## src/rtl/pwr_evt_pkg.sv

```systemverilog
package pwr_evt_pkg;
  typedef enum logic [1:0] {
    REG_CTRL = 2'd0,
    REG_STS  = 2'd1,
    REG_CMD  = 2'd2
  } reg_addr_e;

  localparam int unsigned CTRL_W = 3;
  localparam int unsigned STS_W  = 3;

  typedef struct packed {
    logic smi_route;  // bit 2
    logic pb_en;      // bit 1
    logic mode_en;    // bit 0
  } ctrl_t;

  typedef struct packed {
    logic now;        // bit 2
    logic fr;         // bit 1
    logic pb;         // bit 0
  } sts_t;

  localparam int unsigned CMD_NOW = 0;
  localparam int unsigned CMD_INJ = 1;
endpackage

```

## src/rtl/pwr_evt_edge.sv

```systemverilog
module pwr_evt_edge #(
  parameter int unsigned STAGES = 2
) (
  input  logic clk_i,
  input  logic rst_ni,
  input  logic btn_ni,
  output logic press_o
);
  // chain[STAGES-1] is the synchronised level, chain[STAGES] its previous value
  logic [STAGES:0] chain_q;

  generate
    for (genvar i = 0; i <= STAGES; i++) begin : g_stage
      if (i == 0) begin : g_first
        always_ff @(posedge clk_i or negedge rst_ni)
          if (!rst_ni) chain_q[i] <= 1'b1;
          else         chain_q[i] <= btn_ni;
      end else begin : g_next
        always_ff @(posedge clk_i or negedge rst_ni)
          if (!rst_ni) chain_q[i] <= 1'b1;
          else         chain_q[i] <= chain_q[i-1];
      end
    end
  endgenerate

  assign press_o = chain_q[STAGES] & ~chain_q[STAGES-1];

  AST_ONE_PRESS: assert property (@(posedge clk_i) disable iff (!rst_ni)
    press_o |=> !press_o);
endmodule

```

## src/rtl/pwr_evt_regs.sv

```systemverilog
module pwr_evt_regs
  import pwr_evt_pkg::*;
#(
  parameter int unsigned DATA_W = 8
) (
  input  logic              clk_i,
  input  logic              rst_ni,
  input  logic              press_i,
  input  logic              wr_en_i,
  input  logic [1:0]        addr_i,
  input  logic [DATA_W-1:0] wdata_i,
  output logic [DATA_W-1:0] rdata_o,
  output ctrl_t             ctrl_o,
  output sts_t              sts_o
);
  ctrl_t ctrl_q;
  sts_t  sts_q;
  logic  wr_ctrl, wr_sts, wr_cmd;
  logic  now_cmd, inj_cmd;
  sts_t  clr, set;

  assign wr_ctrl = wr_en_i && (addr_i == REG_CTRL);
  assign wr_sts  = wr_en_i && (addr_i == REG_STS);
  assign wr_cmd  = wr_en_i && (addr_i == REG_CMD);
  assign now_cmd = wr_cmd && wdata_i[CMD_NOW];
  assign inj_cmd = wr_cmd && wdata_i[CMD_INJ];

  always_comb begin
    clr = wr_sts ? sts_t'(wdata_i[STS_W-1:0]) : '0;
    set.fr  = press_i && ctrl_q.mode_en;
    // enable bit in fast-resume mode keeps the ordinary flag out of the press path
    set.pb  = (press_i && !(ctrl_q.mode_en && ctrl_q.pb_en)) || inj_cmd;
    set.now = now_cmd;
  end

  always_ff @(posedge clk_i or negedge rst_ni) begin
    if (!rst_ni) begin
      ctrl_q <= '0;
      sts_q  <= '0;
    end else begin
      if (wr_ctrl) ctrl_q <= ctrl_t'(wdata_i[CTRL_W-1:0]);
      sts_q <= set | (sts_q & ~clr);  // set wins over clear
    end
  end

  always_comb begin
    rdata_o = '0;
    case (addr_i)
      REG_CTRL: rdata_o[CTRL_W-1:0] = ctrl_q;
      REG_STS:  rdata_o[STS_W-1:0]  = sts_q;
      default:  rdata_o = '0;
    endcase
  end

  assign ctrl_o = ctrl_q;
  assign sts_o  = sts_q;

  AST_NORMAL_SET: assert property (@(posedge clk_i) disable iff (!rst_ni)
    press_i && !ctrl_q.mode_en |=> sts_q.pb);
  AST_FR_SET: assert property (@(posedge clk_i) disable iff (!rst_ni)
    press_i && ctrl_q.mode_en |=> sts_q.fr);
  AST_PB_HELD: assert property (@(posedge clk_i) disable iff (!rst_ni)
    press_i && ctrl_q.mode_en && ctrl_q.pb_en && !sts_q.pb && !wr_cmd |=> !sts_q.pb);
  AST_NOW_SET: assert property (@(posedge clk_i) disable iff (!rst_ni)
    now_cmd |=> sts_q.now);
  AST_INJ_SET: assert property (@(posedge clk_i) disable iff (!rst_ni)
    inj_cmd |=> sts_q.pb);
endmodule

```

## src/rtl/pwr_evt_ctrl.sv

```systemverilog
module pwr_evt_ctrl
  import pwr_evt_pkg::*;
#(
  parameter int unsigned DATA_W      = 8,
  parameter int unsigned SYNC_STAGES = 2
) (
  input  logic              clk_i,
  input  logic              rst_ni,
  input  logic              pwrbtn_ni,
  input  logic              wr_en_i,
  input  logic [1:0]        addr_i,
  input  logic [DATA_W-1:0] wdata_i,
  output logic [DATA_W-1:0] rdata_o,
  output logic              smi_o,
  output logic              sci_o
);
  logic  press;
  ctrl_t ctrl;
  sts_t  sts;

  pwr_evt_edge #(.STAGES(SYNC_STAGES)) u_edge (
    .clk_i   (clk_i),
    .rst_ni  (rst_ni),
    .btn_ni  (pwrbtn_ni),
    .press_o (press)
  );

  pwr_evt_regs #(.DATA_W(DATA_W)) u_regs (
    .clk_i   (clk_i),
    .rst_ni  (rst_ni),
    .press_i (press),
    .wr_en_i (wr_en_i),
    .addr_i  (addr_i),
    .wdata_i (wdata_i),
    .rdata_o (rdata_o),
    .ctrl_o  (ctrl),
    .sts_o   (sts)
  );

  logic fr_live;
  assign fr_live = sts.fr && ctrl.mode_en;
  assign smi_o   = fr_live && ctrl.smi_route;
  assign sci_o   = (sts.pb && ctrl.pb_en) || (fr_live && !ctrl.smi_route) || sts.now;

  AST_NO_DUAL_FR: assert property (@(posedge clk_i) disable iff (!rst_ni)
    !(smi_o && !sts.fr));
  AST_NOW_HOLDS_SCI: assert property (@(posedge clk_i) disable iff (!rst_ni)
    sts.now |-> sci_o);
endmodule

```

## config.mk

```make
export PLATFORM = sky130hd
export DESIGN_NAME = pwr_evt_ctrl
export DESIGN_NICKNAME = d
export VERILOG_FILES = /design/src/rtl/pwr_evt_pkg.sv /design/src/rtl/pwr_evt_edge.sv /design/src/rtl/pwr_evt_regs.sv /design/src/rtl/pwr_evt_ctrl.sv
export SDC_FILE = /design/constraint.sdc
export NUM_CORES = 1
export LEC_CHECK = 0
export BUFFER_PORTS_ARGS = -buffer_cell sky130_fd_sc_hd__buf_4
export CELL_PAD_IN_SITES_DETAIL_PLACEMENT = 0
export CELL_PAD_IN_SITES_GLOBAL_PLACEMENT = 1
export CORE_UTILIZATION = 34
export DETAILED_ROUTE_END_ITERATION = 10
export GPL_ROUTABILITY_DRIVEN = 0
export PLACE_DENSITY_LB_ADDON = 0.1
export SETUP_SLACK_MARGIN = 0.4
export SYNTH_ARGS = -nofsm -noshare
export SYNTH_HDL_FRONTEND = slang
export SYNTH_SLANG_ARGS = --single-unit
```

## constraint.sdc

```tcl
create_clock -name clk_i -period 2.9 [get_ports clk_i]
set_input_delay 0.58 -clock clk_i [delete_from_list [all_inputs] [get_ports clk_i]]
set_output_delay 0.58 -clock clk_i [all_outputs]
set_load 0.03 [all_outputs]
```

==> results of run 1 <==
-- sequential cells by signal, indices dropped and copies added, names as in the netlist --
name	flops
u_edge.chain_q	3
u_regs.sts_o	3
u_regs.ctrl_o	3
-- critical path, cell delays in order --
cell and delay (ns):
sky130_fd_sc_hd__buf_4 0.16, sky130_fd_sc_hd__mux2i_1 0.20, sky130_fd_sc_hd__nor2_1 0.06, sky130_fd_sc_hd__buf_4 0.16
-- kinds of logic (layout without fill, tap and decap cells) --
| logic type | count (synthesis) | after routing | share of synthesized area [%] |
|---|---|---|---|
| flops | 9 | 9 | 47.0 |
| simple gates | 14 | 14 | 20.3 |
| buf+inv | 7 | 17 | 11.6 |
| compound gates | 5 | 5 | 7.20 |
| other cells | 1 | 5 | 0.770 |
| mux | 6 | 6 | 13.1 |
-- worst max-delay path by stage --
stage | cells after the start | endpoint | from | slack [ns]
global placement | 4 | rdata_o[2] | addr_i[0] | 1.18
CTS | 4 | rdata_o[0] | addr_i[0] | 1.15
global route | 4 | rdata_o[0] | addr_i[0] | 1.12
floorplan | 3 | rdata_o[0] | addr_i[0] | 1.10
detailed placement | 4 | rdata_o[0] | addr_i[0] | 1.15
finish | 4 | rdata_o[0] | addr_i[0] | 1.16
-- stage by stage --
| stage | area (sq um) | setup WS, ns | instances | power [W] | hold slack, ns |
|---|---|---|---|---|---|
| final | 588 | 1.16 | 71 | 0.000355 | 0.134 |
| after global routing | 588 | 1.12 | 71 | 0.000375 | 0.125 |
| after CTS | 588 | 1.15 | 71 | 0.000361 | 0.125 |
| after detailed placement | 562 | 1.15 | 67 | 0.000264 | 0.350 |
| after global placement | 562 | 1.18 | 67 | 0.000262 | 0.347 |
| after floorplan | 502 | 1.10 | 46 | 0.000232 | 0.284 |
-- power breakdown --
group	switching [W]	leakage (nW)	total (W)	internal (W)
Sequential	0.0000164	0.101	0.000160	0.000144
Combinational	0.0000570	0.163	0.000101	0.0000437
Clock	0.0000408	0.0150	0.0000937	0.0000528
Total	0.000114	0.280	0.000355	0.000240
-- synthesized netlist by cell type --
| cell type | instances |
|---|---|
| sky130_fd_sc_hd__mux2_2 | 3 |
| sky130_fd_sc_hd__mux2i_1 | 3 |
| sky130_fd_sc_hd__nand2_1 | 2 |
| sky130_fd_sc_hd__a21oi_1 | 1 |
| sky130_fd_sc_hd__a31oi_1 | 1 |
| sky130_fd_sc_hd__dfstp_2 | 3 |
| sky130_fd_sc_hd__nor3_1 | 1 |
| sky130_fd_sc_hd__nand4b_1 | 2 |
| sky130_fd_sc_hd__nor2_1 | 3 |
| sky130_fd_sc_hd__nor3b_4 | 1 |
| sky130_fd_sc_hd__and4b_1 | 2 |
| sky130_fd_sc_hd__and3_1 | 1 |
| sky130_fd_sc_hd__a22o_1 | 1 |
| sky130_fd_sc_hd__a221o_1 | 1 |
| sky130_fd_sc_hd__nor2b_1 | 2 |
| sky130_fd_sc_hd__buf_6 | 1 |
| sky130_fd_sc_hd__dfrtp_1 | 6 |
| sky130_fd_sc_hd__buf_4 | 6 |
| sky130_fd_sc_hd__o21ai_0 | 1 |
| sky130_fd_sc_hd__conb_1 | 1 |
-- final cells by class --
cell class / count / area, sq um / share of cell area, %
Timing Repair Buffer: 13 / 97.6 / 16.6
Sequential cell: 9 / 229 / 38.9
Tap cell: 15 / 18.8 / 3.19
Clock buffer: 4 / 26.3 / 4.47
Multi-Input combinational cell: 30 / 216 / 36.8
-- layer usage --
layer,vias to the layer above,part of all wire (%),routed length (um),track usage (%)
li1,168,-,-,-
met4,0,0,0,10.3
met1,163,48,390,18.0
met3,0,6.4,52,1.70
met2,14,45,365,17.2
met5,-,0,0,0
==> load_flow_metrics.sql, run 1 <==
INSERT INTO impl_metrics (metric_group, metric, value, unit) VALUES
('routing', 'postRouteAntennaNets', '0', ''),
('logic_synthesis', 'synthTopCellsByArea', 'sky130_fd_sc_hd__dfrtp_1, sky130_fd_sc_hd__dfstp_2, sky130_fd_sc_hd__buf_4', ''),
('cts', 'clockRootBuffer', 'sky130_fd_sc_hd__clkbuf_4', ''),
('timing', 'fin_skew', '0.000611', 'ns'),
('floorplanning', 'die_width', '39.8', 'um'),
('timing', 'finalSetupViolCount', '0', ''),
('setup_path', 'cp_max_fo', '9', ''),
('timing', 'finalSetupTns', '0', 'ns'),
('cts', 'htreeDepth', '1', ''),
('setup_path', 'ff2ff_setup_slack', '1.91', 'ns'),
('logic_synthesis', 'syn_avg_cell_area', '11.6', 'sq um'),
('cells_and_area', 'syn2layout_area_growth', '20.8', '%'),
('cells_and_area', 'nets', '71', ''),
('global_route', 'initial_antenna_violation_count', '0', ''),
('timing', 'grt_setup_unrepaired', 'false', ''),
('setup_path', 'worst_r2r_startpoint', 'u_edge.chain_q[1]', ''),
('global_route', 'groute.usage.overall', '12.9', '%'),
('cts', 'clock_tree_from_tritoncts', 'done', ''),
('routing', 'wire_per_inst', '11.4', 'um'),
('setup_path', 'reg2reg_to', 'u_regs.sts_o[0]', ''),
('timing', 'fraction_of_the_cycle_the_final_worst_path_needs', '60.1', '%'),
('cts', 'hold_buffers', '0', ''),
('setup_path', 'path_class', 'primary input to primary output', ''),
('routing', 'route.detailed.drc', '0', ''),
('cts', 'cts.repair_timing.setup_buffer_count', '0', ''),
('timing', 'slew_viol_final', '0', ''),
('cells_and_area', 'insertedDiodeCount', '0', ''),
('floorplanning', 'die_area', '1590', 'sq um'),
('logic_synthesis', 'synth_top_cell_by_area', 'sky130_fd_sc_hd__dfrtp_1', ''),
('cells_and_area', 'final_layout_fill_cell_count', '129', ''),
('global_route', 'grt_pass1_vias', '286', ''),
('cts', 'cts-resized-gates', '0', ''),
('cts', 'clock_sink_count', '9', ''),
('setup_path', 'ff2ff_path_depth', '2', ''),
('cts', 'cts-buffers-inserted', '3', ''),
('logic_synthesis', 'distinct_cell_type_count_after_synthesis', '20', ''),
('pwr', 'p_leak', '0.280', 'nW'),
('cells_and_area', 'final_cell_mix', 'sky130_fd_sc_hd__buf_4, sky130_fd_sc_hd__dfrtp_1, sky130_fd_sc_hd__conb_1', ''),
('floorplanning', 'height_of_the_chip', '39.8', 'um'),
('routing', 'drt_iter0_drc', '6', ''),
('timing', 'timing_hold_violations_final', '0', ''),
('cells_and_area', 'layout-drive-gt1-share', '41.1', '%'),
('routing', 'dr.pass1.iters', '4', ''),
('logic_synthesis', 'synth_seq_cells', '9', ''),
('routing', 'drt-vias-per-instance', '4.86', ''),
('pwr', 'cellPowerDensity', '603', 'nW/um^2'),
('timing', 'fin_crit', '1.74', 'ns'),
('cells_and_area', 'final_common_cell', 'sky130_fd_sc_hd__buf_4', ''),
('cts', 'worst_skew_pair.late_latency', '0.25', 'ns'),
('floorplanning', 'num_io_pins', '24', ''),
('logic_synthesis', 'syn-cell-area', '487', 'sq um'),
('setup_path', 'critical_path_required', '2.32', 'ns'),
('logic_synthesis', 'synthDominantCellAreaShare', '30.8', '%'),
('logic_synthesis', 'synth_sequential_area_ratio', '47.0', '%'),
('logic_synthesis', 'ys_warn_count', '0', ''),
('logic_synthesis', 'synth_cells', '42', ''),
('cts', 'maximum_clock_path_buffer_count', '2', ''),
('global_route', 'pin_count_of_the_biggest_net_entering_global_routing', '10', ''),
('run_status', 'status', 'finished, final reports clean', ''),
('placed_design', 'port_buffers', '13', ''),
('setup_path', 'crit_path_start_kind', 'primary input', ''),
('routing', 'dr_total_vias', '345', ''),
('floorplanning', 'core', '1320', 'sq um'),
('flow_run', 'cap_viol_max_count', '0', ''),
('pwr', 'ir_worst_vdd', '242', 'uV'),
('min_path', 'hold_class', 'primary input to async pin', ''),
('floorplanning', 'start_util', '36.9', '%'),
('global_route', 'grt-ovfl-total', '0', ''),
('timing', 'max_clock_freq', '574', 'MHz'),
('routing', 'final_wl', '808', 'um'),
('global_route', 'first_pass_grt_wire_length', '1280', 'um'),
('setup_path', 'cp_data_arrival_time', '1.16', 'ns'),
('cells_and_area', 'finalCoreUtilization', '44.6', '%'),
('floorplanning', 'std_cell_rows', '13', ''),
('setup_path', 'worstSetupEndpointType', 'primary output', ''),
('cts', 'cts.clk_slew.worst_paths', '0.06', 'ns');
(Power assumes the default switching activity.)
==> run 2: changes to the inputs <==
Settings changed: ABC_AREA set to 1, CORE_UTILIZATION 34 to 26.
Clock period 2.9 ns to 1.51 ns, I/O delays scaled along.
==> load_flow_metrics.sql, run 2 <==
INSERT INTO impl_metrics (metric_group, metric, value, unit) VALUES
('setup_path', 'critical_path_required', '1.21', 'ns'),
('routing', 'final_wl', '955', 'um'),
('timing', 'max_clock_freq', '718', 'MHz'),
('cells_and_area', 'insertedDiodeCount', '0', ''),
('setup_path', 'slowest_delay', '0.42', 'ns'),
('floorplanning', 'num_io_pins', '24', ''),
('routing', 'drt_iter0_drc', '5', ''),
('floorplanning', 'core', '1590', 'sq um'),
('run_status', 'status', 'finished, final reports clean', ''),
('logic_synthesis', 'ys_warn_count', '0', ''),
('global_route', 'initial_antenna_violation_count', '0', ''),
('timing', 'finalSetupTns', '0', 'ns'),
('cts', 'clockRootBuffer', 'sky130_fd_sc_hd__clkbuf_4', ''),
('routing', 'wire_per_inst', '8.93', 'um'),
('global_route', 'grt-ovfl-total', '0', ''),
('logic_synthesis', 'synthTopCellsByArea', 'sky130_fd_sc_hd__dfrtp_1, sky130_fd_sc_hd__dfstp_2, sky130_fd_sc_hd__nand2_1', ''),
('logic_synthesis', 'distinct_cell_type_count_after_synthesis', '15', ''),
('cts', 'htreeDepth', '1', ''),
('cells_and_area', 'syn2layout_area_growth', '58.1', '%'),
('logic_synthesis', 'synthDominantCellAreaShare', '32.0', '%'),
('routing', 'postRouteAntennaNets', '0', ''),
('routing', 'dr.pass1.iters', '4', ''),
('cts', 'cts.clk_slew.worst_paths', '0.06', 'ns'),
('cells_and_area', 'nets', '98', ''),
('cells_and_area', 'final_common_cell', 'sky130_fd_sc_hd__buf_4', ''),
('cells_and_area', 'final_cell_mix', 'sky130_fd_sc_hd__buf_4, sky130_fd_sc_hd__nand2_1, sky130_fd_sc_hd__dfrtp_1', ''),
('setup_path', 'cp_max_fo', '3', ''),
('setup_path', 'crit_path_start_kind', 'flop', ''),
('logic_synthesis', 'synth_cells', '59', ''),
('pwr', 'cellPowerDensity', '1060', 'nW/um^2'),
('global_route', 'groute.usage.overall', '11.9', '%'),
('placed_design', 'port_buffers', '13', ''),
('floorplanning', 'start_util', '29.4', '%'),
('timing', 'slew_viol_final', '0', ''),
('floorplanning', 'std_cell_rows', '14', ''),
('flow_run', 'cap_viol_max_count', '0', ''),
('placed_design', 'dp_hpwl', '740', 'um'),
('setup_path', 'path_delay_family', 'flip-flops', ''),
('pwr', 'ir_worst_vdd', '365', 'uV'),
('setup_path', 'critPathSlowestCell', 'sky130_fd_sc_hd__dfrtp_1', ''),
('global_route', 'grt_pass1_vias', '389', ''),
('min_path', 'hold_class', 'primary input to flop', ''),
('setup_path', 'cp_data_arrival_time', '1.09', 'ns'),
('cts', 'cts-buffers-inserted', '3', ''),
('cells_and_area', 'layout-drive-gt1-share', '49.4', '%'),
('global_route', 'pin_count_of_the_biggest_net_entering_global_routing', '10', ''),
('logic_synthesis', 'yosysMostFrequentCell', 'sky130_fd_sc_hd__nand2_1', ''),
('floorplanning', 'die_width', '44.5', 'um'),
('timing', 'finalSetupViolCount', '0', ''),
('cts', 'worst_skew_pair.late_latency', '0.25', 'ns'),
('floorplanning', 'height_of_the_chip', '44.5', 'um'),
('logic_synthesis', 'syn-cell-area', '469', 'sq um'),
('logic_synthesis', 'postSynth.asyncResetShare', '100', '%'),
('logic_synthesis', 'synth_top_cell_by_area', 'sky130_fd_sc_hd__dfrtp_1', ''),
('setup_path', 'timing.critical_path.buf_inv', '1', ''),
('logic_synthesis', 'syn_avg_cell_area', '7.95', 'sq um'),
('timing', 'fin_skew', '0.00201', 'ns'),
('pwr', 'p_leak', '0.364', 'nW'),
('cts', 'clock_sink_count', '9', ''),
('setup_path', 'path_class', 'flop to primary output', ''),
('logic_synthesis', 'dominantRegCellSynth', 'sky130_fd_sc_hd__dfrtp_1', ''),
('routing', 'dr_total_vias', '433', ''),
('cts', 'maximum_clock_path_buffer_count', '2', ''),
('setup_path', 'ff2ff_setup_slack', '0.62', 'ns'),
('floorplanning', 'die_area', '1980', 'sq um'),
('logic_synthesis', 'synth_top_cells_by_count', 'sky130_fd_sc_hd__nand2_1, sky130_fd_sc_hd__inv_1, sky130_fd_sc_hd__o21ai_1', ''),
('setup_path', 'timing.critical_path.cells', 'o31ai_4, buf_6', ''),
('routing', 'route.detailed.drc', '0', ''),
('pwr', 'final_total_power', '0.000790', 'W'),
('timing', 'fin_crit', '1.39', 'ns'),
('logic_synthesis', 'synth_seq_cells', '9', ''),
('logic_synthesis', 'synth_sequential_area_ratio', '48.8', '%'),
('setup_path', 'worstSetupEndpointType', 'primary output', ''),
('logic_synthesis', 'synth_edf_count', '0', ''),
('global_route', 'first_pass_grt_wire_length', '1670', 'um'),
('timing', 'grt_setup_unrepaired', 'true', ''),
('routing', 'drt-vias-per-instance', '4.05', ''),
('timing', 'fraction_of_the_cycle_the_final_worst_path_needs', '92.2', '%'),
('timing', 'timing_hold_violations_final', '0', ''),
('cts', 'clock_tree_from_tritoncts', 'done', '');
==> run 2: cell count changes in the layout (fill, tap and decap cells not counted), sizes merged, moves of 2 or more <==
cell	delta
and4b	-2
buf	+7
inv	+10
mux2	-3
mux2i	-3
nand2	+13
nand3	+5
nand4	+2
nand4b	-2
nor2b	-2
o21ai	+6
==> run 2: through the flow <==
step | instances | instance area (sq um) | setup slack [ns] | util, % | hold WS, ns
floorplan | 63 | 520 | 0.368 | - | 0.00641
global placement | 95 | 611 | 0.223 | 38.3 | 0.130
detailed placement | 95 | 611 | 0.216 | 38.3 | 0.130
CTS | 104 | 717 | 0.105 | 45.0 | 0.137
global route | 107 | 742 | 0.0718 | 46.5 | 0.137
finish | 107 | 742 | 0.117 | 46.5 | 0.152
==> run 2: metal layers <==
layer  track usage, %  part of all wire [%]  up-vias
met5                0                     0        -
met4             9.09                  0.63        0
met3             2.04                   5.8        2
met2             17.4                    48       15
met1             15.4                    45      189
li1                 -                     -      227
==> run 2: worst reg2reg max path, stage by stage (launching register included) <==
cell and delay (ns):
sky130_fd_sc_hd__dfstp_2 0.53, sky130_fd_sc_hd__inv_1 0.04, sky130_fd_sc_hd__nand3_1 0.07, sky130_fd_sc_hd__nand2_1 0.05
sky130_fd_sc_hd__inv_1 0.05, sky130_fd_sc_hd__nand2_1 0.04
==> run 2: cell families (layout without fill, tap and decap cells) <==
logic type / count (synthesis) / in the layout / synth area share [%]
AND/OR/NAND/NOR: 25 / 25 / 24.3
buffers and inverters: 15 / 35 / 16.0
AO/OA/AOI/OAI: 9 / 9 / 10.1
flip-flops: 9 / 9 / 48.8
other: 1 / 5 / 0.799
==> run 2: where the power goes <==
group,internal [W],switching [W]
combinational,0.000146,0.000162
sequential,0.000276,0.0000263
clock,0.000101,0.0000774
total,0.000524,0.000266
==> run 2: worst paths after layout <==
| kind | from | endpoint | cells past startpoint |
|---|---|---|---|
| setup / recovery | u_regs.ctrl_o[2] | sci_o | 2 |
| hold / removal | pwrbtn_ni | u_edge.chain_q[0] | 1 |
| setup reg to reg | u_edge.chain_q[1] | u_regs.sts_o[0] | 5 |
| hold reg to reg | u_edge.chain_q[0] | u_edge.chain_q[1] | 0 |
| max in group asynchronous | rst_ni | u_edge.chain_q[0] | 2 |
| min in group asynchronous | rst_ni | u_regs.sts_o[1] | 2 |
==> run 2: repair_timing <==
item / 4_1_cts / 5_1_grt
hold buffers: 1 / 0
hold endpoints to repair: 6 / 0
buffers inserted: 4 / 3
resized for setup: 8 / 1
endpoints found under the setup margin: 5 / 5
pin swaps: 5 / 2
==> run 2: layout make-up <==
type                    count  area [sq um]
fillers                   168           852
flip-flops and latches      9           229
well taps                  24          30.0
repair buffers             21           191
inverters                  10          37.5
clock buffers               4          26.3
multi-input cells          39           228
==> run 3: changes to the inputs <==
Clock period 1.51 ns to 1.1 ns, I/O delays scaled along.
==> load_flow_metrics.sql, run 3 (synthesized netlist as in run 2, its figures left out) <==
INSERT INTO impl_metrics (metric_group, metric, value, unit) VALUES
('setup_path', 'cp_data_arrival_time', '1.10', 'ns'),
('cts', 'cts-buffers-inserted', '3', ''),
('routing', 'dr.pass1.iters', '2', ''),
('cells_and_area', 'final_layout_fill_cell_count', '155', ''),
('cells_and_area', 'final_common_cell', 'sky130_fd_sc_hd__buf_6', ''),
('routing', 'route.detailed.drc', '0', ''),
('timing', 'max_clock_freq', '755', 'MHz'),
('timing', 'finalSetupTns', '-0.880', 'ns'),
('cells_and_area', 'final_cell_mix', 'sky130_fd_sc_hd__buf_6, sky130_fd_sc_hd__buf_4, sky130_fd_sc_hd__nand2_1', ''),
('setup_path', 'crit_path_start_kind', 'flop', ''),
('setup_path', 'path_class', 'flop to primary output', ''),
('cells_and_area', 'layout.area.seq', '229', 'sq um'),
('floorplanning', 'std_cell_rows', '14', ''),
('timing', 'fin_crit', '1.32', 'ns'),
('global_route', 'met1_layer_usage_reported_by_global_route', '17.2', '%'),
('global_route', 'met2_capacity_usage_during_global_routing', '20.0', '%'),
('setup_path', 'ff2ff_setup_slack', '0.13', 'ns'),
('cts', 'clock_sink_count', '9', ''),
('routing', 'final_wl', '1080', 'um'),
('routing', 'postRouteAntennaNets', '0', ''),
('setup_path', 'ff2ff_path_depth', '7', ''),
('min_path', 'hold_path_depth', '1', ''),
('global_route', 'first_pass_grt_wire_length', '1880', 'um'),
('cells_and_area', 'multi_input_comb_area', '295', 'sq um'),
('setup_path', 'worstSetupEndpointType', 'primary output', ''),
('floorplanning', 'start_util', '29.4', '%'),
('timing', 'finalSetupViolCount', '5', ''),
('pwr', 'cellPowerDensity', '1390', 'nW/um^2'),
('routing', 'dr_total_vias', '443', ''),
('min_path', 'hold_path.startpoint', 'pwrbtn_ni', ''),
('global_route', 'pin_count_of_the_biggest_net_entering_global_routing', '10', ''),
('global_route', 'grt_use_met3', '6.53', '%'),
('flow_run', 'cap_viol_max_count', '0', ''),
('global_route', 'top_usage_layer', 'met2', ''),
('floorplanning', 'core', '1590', 'sq um'),
('global_route', 'initial_antenna_violation_count', '0', ''),
('timing', 'timing.hold.ws', '0.0713', 'ns'),
('routing', 'drt-vias-per-instance', '4.06', ''),
('cells_and_area', 'syn2layout_area_growth', '79.2', '%'),
('timing', 'fin_ws', '-0.224', 'ns'),
('setup_path', 'worst_r2r_startpoint', 'u_regs.ctrl_o[0]', ''),
('cts', 'cts.clk_slew.worst_paths', '0.05', 'ns'),
('cells_and_area', 'insertedDiodeCount', '0', ''),
('min_path', 'hold_class', 'primary input to flop', ''),
('cts', 'clock_tree_from_tritoncts', 'done', ''),
('pwr', 'p_leak', '0.405', 'nW'),
('cts', 'htreeDepth', '1', ''),
('timing', 'timing_hold_violations_final', '0', ''),
('timing', 'grt_setup_unrepaired', 'true', ''),
('cells_and_area', 'nets', '100', ''),
('setup_path', 'cp_max_fo', '3', ''),
('min_path', 'worstHoldEndpoint', 'u_edge.chain_q[0]', ''),
('global_route', 'groute.usage.overall', '13.9', '%'),
('run_status', 'violated_checks', 'setup timing', ''),
('floorplanning', 'die_area', '1980', 'sq um'),
('cts', 'worst_skew_pair.late_latency', '0.26', 'ns'),
('cells_and_area', 'layout-drive-gt1-share', '63.5', '%'),
('global_route', 'grt_pass1_vias', '414', ''),
('placed_design', 'port_buffers', '13', ''),
('placed_design', 'dp_hpwl', '818', 'um'),
('timing', 'fraction_of_the_cycle_the_final_worst_path_needs', '120', '%'),
('setup_path', 'critical_path_required', '0.88', 'ns'),
('floorplanning', 'num_io_pins', '24', ''),
('floorplanning', 'die_width', '44.5', 'um'),
('run_status', 'status', 'finished, violations left', ''),
('routing', 'wire_per_inst', '9.86', 'um'),
('setup_path', 'reg2reg_to', 'u_regs.sts_o[0]', ''),
('pwr', 'ir_worst_vdd', '728', 'uV'),
('cts', 'maximum_clock_path_buffer_count', '2', ''),
('global_route', 'grt-ovfl-total', '0', ''),
('timing', 'fin_skew', '0.0102', 'ns'),
('routing', 'drt_iter0_drc', '7', ''),
('cts', 'clockRootBuffer', 'sky130_fd_sc_hd__clkbuf_4', ''),
('placed_design', 'placement.setup.worst_slack', '-0.00651', 'ns'),
('floorplanning', 'height_of_the_chip', '44.5', 'um'),
('timing', 'slew_viol_final', '0', '');
-- run 3: layout make-up --
cell class,instances,share of cell area (%)
repair buffers,23,26.2
flip-flops and latches,9,27.2
well taps,24,3.57
multi-input cells,39,35.1
inverters,10,4.76
clock buffers,4,3.13
-- run 3: worst max path at each step --
stage / startpoint / end / slack, ns / cells after the start
final: u_regs.ctrl_o[2] / sci_o / -0.22 / 2
after floorplan: u_regs.ctrl_o[2] / sci_o / 0.06 / 1
after CTS: u_regs.sts_o[1] / sci_o / -0.22 / 3
after detailed placement: u_regs.sts_o[0] / sci_o / -0.007 / 3
after global placement: u_regs.sts_o[0] / sci_o / 0.001 / 3
after global routing: u_regs.ctrl_o[2] / sci_o / -0.28 / 2
-- run 3: worst max-delay path: stages (launching register included) --
cell and delay (ns):
sky130_fd_sc_hd__dfrtp_1 0.43, sky130_fd_sc_hd__o31ai_4 0.26, sky130_fd_sc_hd__buf_6 0.16
-- run 3: what timing repair did --
item / CTS / global route
pin swaps: 5 / 6
endpoints found under the setup margin: 10 / 11
hold buffers: 1 / 0
gates resized for setup: 20 / 5
hold endpoints to repair: 9 / 0
buffers inserted: 3 / 1
-- run 3: routing by layer --
layer  vias up  routed length, um
met3         2                 51
met1       190                496
met4         0                 12
li1        235                  -
met2        16                515
met5         -                  0
-- run 3: through the flow --
| step | cell area [sq um] | cells | total power, W | util [%] |
|---|---|---|---|---|
| finish | 841 | 109 | 0.00117 | 52.7 |
| global placement | 686 | 100 | 0.000791 | 43.0 |
| detailed placement | 686 | 100 | 0.000792 | 43.0 |
| floorplan | 558 | 63 | 0.000664 | - |
| global route | 841 | 109 | 0.00125 | 52.7 |
| CTS | 817 | 108 | 0.00115 | 51.3 |
-- run 3: power breakdown --
group	switching, W	internal [W]	leakage, nW
logic	0.000263	0.000230	0.288
registers	0.0000434	0.000379	0.101
clock network	0.000114	0.000139	0.0150
